$ cat config.mk
export PLATFORM = sky130hd
export DESIGN_NAME = dma_chan_regs
export DESIGN_NICKNAME = d
export VERILOG_FILES = /design/src/rtl/dma_chan_pkg.sv /design/src/rtl/dma_chan_decode.sv /design/src/rtl/dma_chan_desc.sv /design/src/rtl/dma_chan_err.sv /design/src/rtl/dma_chan_ctl.sv /design/src/rtl/dma_chan_regs.sv
export SDC_FILE = /design/constraint.sdc
export NUM_CORES = 1
export LEC_CHECK = 0
export ABC_AREA = 1
export ABC_CLOCK_PERIOD_IN_PS = 2600
export BUFFER_PORTS_ARGS = -buffer_cell sky130_fd_sc_hd__buf_2
export CORE_MARGIN = 5
export CORE_UTILIZATION = 51
export CTS_CLUSTER_DIAMETER = 100
export DETAILED_ROUTE_END_ITERATION = 16
export PLACE_DENSITY = 0.8
export SLEW_MARGIN = 20
export SYNTH_ARGS = -nofsm -noshare
export SYNTH_HDL_FRONTEND = slang
export SYNTH_SLANG_ARGS = --single-unit
$ cat constraint.sdc
create_clock -name clk -period 2.6 [get_ports clk]
set_input_delay 0.39 -clock clk [delete_from_list [all_inputs] [get_ports clk]]
set_output_delay 0.39 -clock clk [all_outputs]
set_load 0.02 [all_outputs]
$ cat src/rtl/dma_chan_pkg.sv
package dma_chan_pkg;
   // word indices inside the channel window (byte offset / 4)
   localparam int unsigned W_CS     = 0;
   localparam int unsigned W_CBA    = 1;
   localparam int unsigned W_INFO   = 2;
   localparam int unsigned W_SRC    = 3;
   localparam int unsigned W_DST    = 4;
   localparam int unsigned W_LEN    = 5;
   localparam int unsigned W_STRIDE = 6;
   localparam int unsigned W_NEXT   = 7;
   localparam int unsigned W_DEBUG  = 8;
   localparam int unsigned NUM_WORDS = 9;
   // descriptor words occupy W_CBA..W_NEXT
   localparam int unsigned NUM_DESC  = W_NEXT - W_CBA + 1;

   // control/status bit positions
   localparam int unsigned B_RUN    = 0;
   localparam int unsigned B_END    = 1;
   localparam int unsigned B_INT    = 2;
   localparam int unsigned B_DREQ   = 3;
   localparam int unsigned B_PAUSED = 4;
   localparam int unsigned B_WAIT   = 6;
   localparam int unsigned B_ERR    = 8;
   localparam int unsigned B_WFW    = 28;
   localparam int unsigned B_NODBG  = 29;
   localparam int unsigned B_ABORT  = 30;
   localparam int unsigned B_RESET  = 31;

   // info word bit that enables the completion interrupt
   localparam int unsigned B_INTEN  = 0;

   typedef struct packed {
      logic run;
      logic done_f;
      logic int_f;
      logic wfw;
      logic nodbg;
   } cs_state_t;
endpackage

$ cat src/rtl/dma_chan_decode.sv
module dma_chan_decode #(
   parameter int unsigned ADDR_W    = 8,
   parameter int unsigned NUM_WORDS = 9,
   localparam int unsigned IDX_W    = ADDR_W - 2
) (
   input  logic                 bus_wr,
   input  logic [ADDR_W-1:0]    bus_addr,
   output logic [NUM_WORDS-1:0] wr_sel,
   output logic [IDX_W-1:0]     rd_idx,
   output logic                 rd_hit
);
   if (ADDR_W < 6) begin : g_bad_addr
      $error("dma_chan_decode: ADDR_W too small for the register window");
   end

   assign rd_idx = bus_addr[ADDR_W-1:2];
   assign rd_hit = (bus_addr[1:0] == 2'b00) && (32'(rd_idx) < NUM_WORDS);

   for (genvar g = 0; g < NUM_WORDS; g++) begin : g_sel
      assign wr_sel[g] = bus_wr && rd_hit && (32'(rd_idx) == g);
   end
endmodule

$ cat src/rtl/dma_chan_desc.sv
module dma_chan_desc #(
   parameter int unsigned DATA_W   = 32,
   parameter int unsigned NUM_DESC = 7
) (
   input  logic                             clk,
   input  logic                             rst_n,
   input  logic                             soft_clr,
   input  logic [NUM_DESC-1:0]              wr_sel,
   input  logic [DATA_W-1:0]                wdata,
   input  logic                             advance,
   output logic [NUM_DESC-1:0][DATA_W-1:0]  desc_q
);
   localparam int unsigned LAST = NUM_DESC - 1;

   if (NUM_DESC < 2) begin : g_bad_desc
      $error("dma_chan_desc: need at least address and next words");
   end

   for (genvar g = 0; g < NUM_DESC; g++) begin : g_word
      if (g == 0) begin : g_addr
         // loaded-descriptor address: follows the chain on completion
         always_ff @(posedge clk or negedge rst_n) begin
            if (!rst_n)          desc_q[g] <= '0;
            else if (soft_clr)   desc_q[g] <= '0;
            else if (wr_sel[g])  desc_q[g] <= wdata;
            else if (advance)    desc_q[g] <= desc_q[LAST];
         end
      end else begin : g_plain
         always_ff @(posedge clk or negedge rst_n) begin
            if (!rst_n)          desc_q[g] <= '0;
            else if (soft_clr)   desc_q[g] <= '0;
            else if (wr_sel[g])  desc_q[g] <= wdata;
         end
      end
   end
endmodule

$ cat src/rtl/dma_chan_err.sv
module dma_chan_err #(
   parameter int unsigned ERR_W = 3
) (
   input  logic             clk,
   input  logic             rst_n,
   input  logic             soft_clr,
   input  logic             wr,
   input  logic [ERR_W-1:0] w1c,
   input  logic [ERR_W-1:0] set,
   output logic [ERR_W-1:0] err_q,
   output logic             err_any
);
   if (ERR_W < 1 || ERR_W > 8) begin : g_bad_err
      $error("dma_chan_err: ERR_W out of range");
   end

   for (genvar g = 0; g < ERR_W; g++) begin : g_bit
      // a new event wins over a clear in the same cycle
      always_ff @(posedge clk or negedge rst_n) begin
         if (!rst_n)            err_q[g] <= 1'b0;
         else if (soft_clr)     err_q[g] <= 1'b0;
         else if (set[g])       err_q[g] <= 1'b1;
         else if (wr && w1c[g]) err_q[g] <= 1'b0;
      end
   end

   assign err_any = |err_q;
endmodule

$ cat src/rtl/dma_chan_ctl.sv
module dma_chan_ctl
   import dma_chan_pkg::*;
(
   input  logic      clk,
   input  logic      rst_n,
   input  logic      soft_clr,
   input  logic      cs_wr,
   input  logic      w_run,
   input  logic      w_end,
   input  logic      w_int,
   input  logic      w_wfw,
   input  logic      w_nodbg,
   input  logic      w_abort,
   input  logic      seq_done,
   input  logic      chain_end,
   input  logic      int_en,
   input  logic      err_new,
   input  logic      err_held,
   output cs_state_t st_q,
   output logic      abort_q
);
   cs_state_t st_d;

   always_comb begin
      st_d = st_q;
      if (cs_wr) begin
         st_d.run   = w_run;
         st_d.wfw   = w_wfw;
         st_d.nodbg = w_nodbg;
         if (w_end) st_d.done_f = 1'b0;
         if (w_int) st_d.int_f  = 1'b0;
      end
      if (seq_done) begin
         st_d.done_f = 1'b1;
         if (int_en)    st_d.int_f = 1'b1;
         if (chain_end) st_d.run   = 1'b0;
      end
      if (err_new || err_held) st_d.run = 1'b0;
   end

   always_ff @(posedge clk or negedge rst_n) begin
      if (!rst_n) begin
         st_q    <= '0;
         abort_q <= 1'b0;
      end else if (soft_clr) begin
         st_q    <= '0;
         abort_q <= 1'b0;
      end else begin
         st_q    <= st_d;
         abort_q <= cs_wr && w_abort;
      end
   end
endmodule

$ cat src/rtl/dma_chan_regs.sv
module dma_chan_regs
   import dma_chan_pkg::*;
#(
   parameter int unsigned DATA_W = 32,
   parameter int unsigned ADDR_W = 8,
   parameter int unsigned ERR_W  = 3
) (
   input  logic              clk,
   input  logic              rst_n,
   input  logic              bus_wr,
   input  logic [ADDR_W-1:0] bus_addr,
   input  logic [DATA_W-1:0] bus_wdata,
   output logic [DATA_W-1:0] bus_rdata,
   input  logic              seq_done,
   input  logic              seq_halted,
   input  logic [ERR_W-1:0]  seq_err,
   input  logic              seq_dreq,
   input  logic              seq_wait,
   output logic              seq_run,
   output logic              seq_abort,
   output logic              irq
);
   localparam int unsigned IDX_W = ADDR_W - 2;

   if (DATA_W != 32) begin : g_bad_data
      $error("dma_chan_regs: control/status layout needs DATA_W of 32");
   end

   logic [NUM_WORDS-1:0]            wr_sel;
   logic [IDX_W-1:0]                rd_idx;
   logic                            rd_hit;
   logic [NUM_DESC-1:0][DATA_W-1:0] desc_q;
   logic [ERR_W-1:0]                err_q;
   logic                            err_any;
   cs_state_t                       st_q;
   logic                            abort_q;
   logic                            soft_clr;
   logic                            chain_end;
   logic                            paused;
   logic [DATA_W-1:0]               cs_rd;

   dma_chan_decode #(.ADDR_W(ADDR_W), .NUM_WORDS(NUM_WORDS)) u_dec (
      .bus_wr (bus_wr),
      .bus_addr (bus_addr),
      .wr_sel (wr_sel),
      .rd_idx (rd_idx),
      .rd_hit (rd_hit)
   );

   assign soft_clr  = wr_sel[W_CS] && bus_wdata[B_RESET];
   assign chain_end = (desc_q[W_NEXT-W_CBA] == '0);

   dma_chan_desc #(.DATA_W(DATA_W), .NUM_DESC(NUM_DESC)) u_desc (
      .clk      (clk),
      .rst_n    (rst_n),
      .soft_clr (soft_clr),
      .wr_sel   (wr_sel[W_NEXT:W_CBA]),
      .wdata    (bus_wdata),
      .advance  (seq_done),
      .desc_q   (desc_q)
   );

   dma_chan_err #(.ERR_W(ERR_W)) u_err (
      .clk      (clk),
      .rst_n    (rst_n),
      .soft_clr (soft_clr),
      .wr       (wr_sel[W_DEBUG]),
      .w1c      (bus_wdata[ERR_W-1:0]),
      .set      (seq_err),
      .err_q    (err_q),
      .err_any  (err_any)
   );

   dma_chan_ctl u_ctl (
      .clk       (clk),
      .rst_n     (rst_n),
      .soft_clr  (soft_clr),
      .cs_wr     (wr_sel[W_CS]),
      .w_run     (bus_wdata[B_RUN]),
      .w_end     (bus_wdata[B_END]),
      .w_int     (bus_wdata[B_INT]),
      .w_wfw     (bus_wdata[B_WFW]),
      .w_nodbg   (bus_wdata[B_NODBG]),
      .w_abort   (bus_wdata[B_ABORT]),
      .seq_done  (seq_done),
      .chain_end (chain_end),
      .int_en    (desc_q[W_INFO-W_CBA][B_INTEN]),
      .err_new   (|seq_err),
      .err_held  (err_any),
      .st_q      (st_q),
      .abort_q   (abort_q)
   );

   // paused only once the engine confirms it has stopped
   assign paused = !st_q.run && seq_halted && (desc_q[0] != '0);

   always_comb begin
      cs_rd           = '0;
      cs_rd[B_RUN]    = st_q.run;
      cs_rd[B_END]    = st_q.done_f;
      cs_rd[B_INT]    = st_q.int_f;
      cs_rd[B_DREQ]   = seq_dreq;
      cs_rd[B_PAUSED] = paused;
      cs_rd[B_WAIT]   = seq_wait;
      cs_rd[B_ERR]    = err_any;
      cs_rd[B_WFW]    = st_q.wfw;
      cs_rd[B_NODBG]  = st_q.nodbg;
   end

   always_comb begin
      bus_rdata = '0;
      if (rd_hit) begin
         if (32'(rd_idx) == W_CS)
            bus_rdata = cs_rd;
         else if (32'(rd_idx) == W_DEBUG)
            bus_rdata = DATA_W'(err_q);
         else
            bus_rdata = desc_q[32'(rd_idx) - W_CBA];
      end
   end

   assign seq_run   = st_q.run;
   assign seq_abort = abort_q;
   assign irq       = st_q.int_f || err_any;
endmodule

==> out/metrics.csv, run 1 <==
stage;metric;value;unit
setup_path;reg2reg_from;u_desc.desc_q[217];
cts;clk_pin_slew;60;ps
floorplanning;dieArea;0.0269;mm2
setup_path;reg2reg_to;u_ctl.st_q[4];
global_route;grt_pass1_wl;62500;um
cts;root_buffer;clkbuf_16;
timing;clock_skew;14.6;ps
global_route;globalRouteMet1Util;41.8;%
final_layout;fin_cells;2058;
drt;drc;0;
timing;min_period_over_period;96.5;%
global_route;grt_pass1_vias;11583;
cts;cts_setup_buffers;0;
power_and_ir_drop;powerDensity;564;mW/mm2
cts;worstSkewPairLatency;530;ps
global_route;grt_overflow_total;0;
setup_path;worstPathCellList;buf_2, inv_2, ha_4, nand2_1, nor2_1, inv_1, nand2_2, buf_12, nor3_4, buf_2;
global_route;use_met2;44.3;%
synth;synth_edf_count;0;
setup_path;rr_worst_depth;6;
final_layout;drive_above_1_share;16.4;%
timing;min_period;2510;ps
cts;cts.path.max_buffers;3;
timing;rsz0062_at_grt;no;
run;cap_violations;0;
global_route;busiest_layer;met2;
final_layout;area_growth;18.5;%
synth;syn_area;0.0121;mm2
timing;tightest_slew;769;ps
drt;drtPass1Iterations;6;
timing;finalHoldViolations;0;
power_and_ir_drop;peakVddDrop;0.399;mV
setup_path;cp_slowest_cell;nor3_4;
floorplanning;io_pins;85;
cts;cts_tree;done;
floorplanning;die_h;164;um
drt;vias_per_cell;5.82;
timing;slew_headroom;48.7;%
synth;yosys_register_bits;233;
drt;wirelength;39200;um
hold_path;min_path_cells;3;
setup_path;slowest_delay;240;ps
global_route;grt_use_met3;6.55;%
place;port_buffers;84;
drt;wl_per_cell;19.0;um
setup_path;cp.required;2210;ps
global_route;track_usage;29.3;%
power_and_ir_drop;power;8.08;mW
power_and_ir_drop;p_leak;7.33;nW
hold_path;hp-class;in -> reg;
place;routabilityCongestion;0.903;
synth;syn_nets;1715;
setup_path;rrSetupSlack;1110;ps
setup_path;worstSetupPathType;in -> out;
floorplanning;core.rowCount;56;
timing;holdWs;121;ps
hold_path;hold_path_startpoint;seq_err[1];
synth;yosys_warnings;0;
timing;setup_viol;0;
timing;report.final.slew_viol_count;0;
setup_path;crit_path_frequent_cell;buf_2;
setup_path;cp_max_fo;10;
final_layout;antenna_cells;0;
synth;avgSynthCellArea;7.28;um2
place;place_inst;2012;
synth;synth_ff_type;dfrtp_1;
setup_path;crit_path_end_kind;output port;
global_route;antenna_found_initial;1;
status;status;complete, no violations;
floorplanning;start_util;51.6;%
floorplanning;dieWidth;164;um
setup_path;worst_setup_path_start_kind;input port;
hold_path;holdPathEnd;u_err.err_q[1];
place;hpwl;25000;um
synth;post_synth_num_cell_types;28;
floorplanning;core;0.0234;mm2
synth;synthArstFlopShare;100;%
cts;cts_made_buffers;26;
drt;via_count;11986;
synth;netlist_instances;1660;
timing;timing.fmax;0.399;GHz
final_layout;nets;1777;
global_route;grt_start_max_net_pins;100;
cts;clock-sinks;233;
drt;drtIter0Drc;1544;
setup_path;cp.arrival;2120;ps
synth;ys_seq_area_share;48.2;%
cts;htreeDepth;1;
final_layout;fin_util;61.2;%
drt;ant_nets;0;
[cell usage in the layout, fill, tap and decap left out, types with 2 or more instances in the layout]
master,Yosys,routed
a21oi_4,0,8
nand3_1,165,164
inv_1,36,35
ha_1,5,3
inv_2,28,29
o22ai_1,22,22
nand2_2,32,34
or2_2,2,2
nor2_2,1,4
buf_12,0,23
clkbuf_16,0,27
buf_6,4,3
clkbuf_8,0,4
a21oi_1,21,12
clkbuf_1,39,11
o211a_1,2,2
nand2_1,538,536
clkinv_2,0,2
nor3_4,0,20
nand4_1,3,3
nor2_4,3,3
nor2_1,212,209
o21ai_0,160,160
nor3_2,0,3
a21oi_2,1,2
buf_2,54,83
buf_4,3,31
dfrtp_1,233,233
o21ai_1,60,60
[power by group]
| part | switching (mW) | internal [mW] |
|---|---|---|
| Sequential | 0.0297 | 3.67 |
| Clock | 1.45 | 2.01 |
| Combinational | 0.637 | 0.283 |
| Total | 2.11 | 5.96 |
[layout make-up]
cell class                      instances  area, um2
Fill cell                            2083       9080
Sequential cell                       233       5830
Timing Repair Buffer                  142       1170
Tap cell                              319        399
Multi-Input combinational cell       1254       5890
Inverter                               65        244
Clock buffer                           42        772
Clock inverter                          3       18.8
[registers in the layout, summed over array words and instances (netlist names)]
register       count
u_err.err_q        3
u_ctl.abort_q      1
u_desc.desc_q    224
u_ctl.st_q         5
[cell usage after synthesis (all sizes together) (5+ instances only)]
| master | n | area share, % |
|---|---|---|
| a21oi | 22 | 0.94 |
| buf | 69 | 3.0 |
| clkbuf | 39 | 1.2 |
| dfrtp | 233 | 48 |
| ha | 5 | 0.52 |
| inv | 64 | 2.0 |
| nand2 | 570 | 18 |
| nand3 | 165 | 6.8 |
| nor2 | 216 | 6.9 |
| nor3 | 24 | 0.99 |
| o21ai | 220 | 9.1 |
| o22ai | 22 | 1.1 |
[layer usage]
metal  vias to the layer above  share of wire (%)
li1                       5478                  -
met1                      5630                 41
met2                       737                 44
met3                       139                 11
met4                         2                3.8
met5                         -              0.033
[worst max-delay path: cells and delay by family]
family / cells / cell delay [ps]
buffers and inverters: 5 / 850
AND/OR/NAND/NOR: 4 / 710
adder cells (fa/ha/maj): 1 / 160
[through the flow]
step	setup slack, ps	setup TNS [ps]	cell area, um2
after floorplan	-6.82	-76.8	12400
after global placement	56.6	0	13500
after detailed placement	-27.3	-37.2	13500
after CTS	48.0	0	14300
after global routing	23.2	0	14300
final	90.6	0	14300
[kinds of logic after synthesis]
logic type,Yosys count,synth area share [%]
AND/OR/NAND/NOR,982,33.5
adder cells (fa/ha/maj),5,0.518
buffers and inverters,173,6.27
XOR/XNOR,1,0.0725
flip-flops,233,48.2
AO/OA/AOI/OAI,266,11.4
[worst max path at each step]
| stage | startpoint | to |
|---|---|---|
| final | bus_addr[2] | bus_rdata[15] |
| after global routing | bus_addr[2] | bus_rdata[15] |
| after CTS | bus_addr[2] | bus_rdata[1] |
| after detailed placement | bus_addr[2] | bus_rdata[1] |
| after global placement | bus_addr[2] | bus_rdata[15] |
| after floorplan | bus_addr[2] | bus_rdata[13] |
[timing repair]
| item | CTS | global route |
|---|---|---|
| pin swaps | 0 | 0 |
| hold buffers | 1 | 0 |
| resized for setup | 3 | 4 |
| hold endpoints to repair | 54 | 0 |
| setup endpoints to repair | 2 | 14 |
Note: power is estimated with default switching activity, not from simulation.
==> inputs of run 2 (changes only) <==
- CTS_BUF_LIST: not set -> sky130_fd_sc_hd__clkbuf_8 sky130_fd_sc_hd__clkbuf_16
==> out/metrics.csv, run 2 (same netlist as run 1, synthesis figures left out) <==
stage;metric;value;unit;change
final_layout;nets;1777;;unchanged
setup_path;rr_worst_depth;6;;unchanged
floorplanning;io_pins;85;;unchanged
final_layout;top_register;u_desc.desc_q;;unchanged
place;hpwl;25000;um;unchanged
setup_path;worstSetupPathType;in -> out;;unchanged
timing;setup_viol;0;;unchanged
setup_path;cp_max_fo;10;;unchanged
place;port_buffers;84;;unchanged
power_and_ir_drop;powerDensity;561;mW/mm2;was 564 mW/mm2
timing;timing.fmax;0.399;GHz;about the same
global_route;grt_overflow_total;0;;unchanged
floorplanning;die_h;164;um;unchanged
setup_path;cp.arrival;2120;ps;about the same
drt;via_count;11985;;was 11,986
global_route;antenna_found_initial;1;;unchanged
final_layout;final_common_cell;nand2_1;;unchanged
cts;cts_setup_buffers;0;;unchanged
cts;cts.path.max_buffers;3;;unchanged
drt;drtPass1Iterations;6;;unchanged
cts;cts_tree;done;;unchanged
cts;htreeDepth;1;;unchanged
setup_path;cp.required;2210;ps;about the same
drt;drtIter0Drc;1531;;was 1,544
global_route;grt_start_max_net_pins;100;;unchanged
floorplanning;dieArea;0.0269;mm2;unchanged
final_layout;regArea;0.00583;mm2;unchanged
power_and_ir_drop;p_leak;7.38;nW;was 7.33 nW
setup_path;crit_path_end_kind;output port;;unchanged
drt;drc;0;;unchanged
floorplanning;core;0.0234;mm2;unchanged
drt;ant_nets;0;;unchanged
timing;tightest_slew;773;ps;was 769 ps
timing;holdWs;122;ps;was 121 ps
run;cap_violations;0;;unchanged
timing;slew_headroom;48.4;%;was 48.7%
cts;root_buffer;clkbuf_16;;unchanged
final_layout;drive_above_1_share;16.4;%;unchanged
final_layout;largest_register_ffs;224;;unchanged
power_and_ir_drop;peakVddDrop;0.396;mV;was 0.399 mV
floorplanning;dieWidth;164;um;unchanged
global_route;track_usage;29.3;%;unchanged
timing;rsz0062_at_grt;no;;unchanged
timing;min_period;2510;ps;about the same
floorplanning;start_util;51.6;%;unchanged
global_route;grt_pass1_vias;11583;;unchanged
final_layout;n_fill_cell;2083;;unchanged
floorplanning;core.rowCount;56;;unchanged
cts;clock-sinks;233;;unchanged
drt;vias_per_cell;5.82;;about the same
cts;clk_pin_slew;60;ps;about the same
hold_path;min_path_cells;3;;unchanged
drt;wirelength;39100;um;was 39,200 um
final_layout;stdcell_area;0.0143;mm2;unchanged
place;postPlaceCellArea;0.0135;mm2;unchanged
status;status;complete, no violations;;unchanged
timing;finalHoldViolations;0;;unchanged
timing;clock_skew;12.8;ps;was 14.6 ps
final_layout;antenna_cells;0;;unchanged
global_route;grt_pass1_wl;62500;um;unchanged
timing;report.final.slew_viol_count;0;;unchanged
timing;min_period_over_period;96.4;%;was 96.5%
place;routabilityCongestion;0.903;;unchanged
drt;wl_per_cell;19.0;um;about the same
final_layout;area_growth;18.5;%;unchanged
final_layout;reg_top3;u_desc.desc_q x224, u_ctl.st_q x5, u_err.err_q x3;;unchanged
final_layout;multi_input_area;0.00589;mm2;unchanged
cts;worstSkewPairLatency;530;ps;about the same
hold_path;hp-class;in -> reg;;unchanged
cts;cts_made_buffers;26;;unchanged
final_layout;layout_common_cells;nand2_1, dfrtp_1, nor2_1;;unchanged
setup_path;worst_setup_path_start_kind;input port;;unchanged
[run 2: what timing repair did]
item | in CTS | in global routing
pin swaps | 0 | 0
resized for setup | 3 | 4
hold endpoints to repair | 54 | 0
cloned | 0 | 0
hold buffers | 1 | 0
endpoints found under the setup margin | 2 | 14
[run 2: power by group]
group | internal (mW) | switching (mW)
Combinational | 0.283 | 0.634
Sequential | 3.67 | 0.0297
Clock | 1.97 | 1.45
Total | 5.92 | 2.11
[run 2: area by class of cell]
class | instances | share of cell area [%]
Tap cell | 319 | 2.79
Timing Repair Buffer | 142 | 8.15
Clock buffer | 31 | 5.10
Clock inverter | 14 | 0.419
Multi-Input combinational cell | 1254 | 41.1
Sequential cell | 233 | 40.7
Inverter | 65 | 1.70
[run 2: worst paths after layout]
| path | from | endpoint | slack, ps |
|---|---|---|---|
| setup / recovery | bus_addr[2] | bus_rdata[15] | 90 |
| hold / removal | seq_err[0] | u_err.err_q[0] | 120 |
| setup reg to reg | u_desc.desc_q[217] | u_ctl.st_q[4] | 1080 |
| hold reg to reg | u_desc.desc_q[86] | u_desc.desc_q[86] | 470 |
| max in group asynchronous | rst_n | u_desc.desc_q[24] | 1440 |
| min in group asynchronous | rst_n | u_desc.desc_q[133] | 390 |
[run 2: through the flow]
stage / std cells / util (%) / setup TNS [ps] / power, mW / setup WS (ps)
final: 2058 / 61.2 / 0 / 8.03 / 92.4
after global routing: 2058 / 61.2 / 0 / 8.31 / 23.2
after detailed placement: 2012 / 57.6 / -37.2 / 4.65 / -27.3
after floorplan: 1660 / - / -76.8 / 4.26 / -6.82
after CTS: 2058 / 61.1 / 0 / 8.04 / 48.0
after global placement: 2012 / 57.6 / 0 / 4.64 / 56.6
[run 2: metal layers]
| layer | GRT usage [%] | vias up | part of all wire (%) |
|---|---|---|---|
| li1 | - | 5474 | - |
| met2 | 44.3 | 751 | 45 |
| met4 | 10.6 | 2 | 3.5 |
| met1 | 41.8 | 5635 | 40 |
| met3 | 6.55 | 123 | 12 |
| met5 | 0 | - | 0.033 |
[run 2: worst max-delay path, cell delays in order]
cell	delay (ps)
buf_2	130
inv_2	80
ha_4	160
nand2_1	180
nor2_1	80
inv_1	190
nand2_2	210
buf_12	230
nor3_4	240
buf_2	200
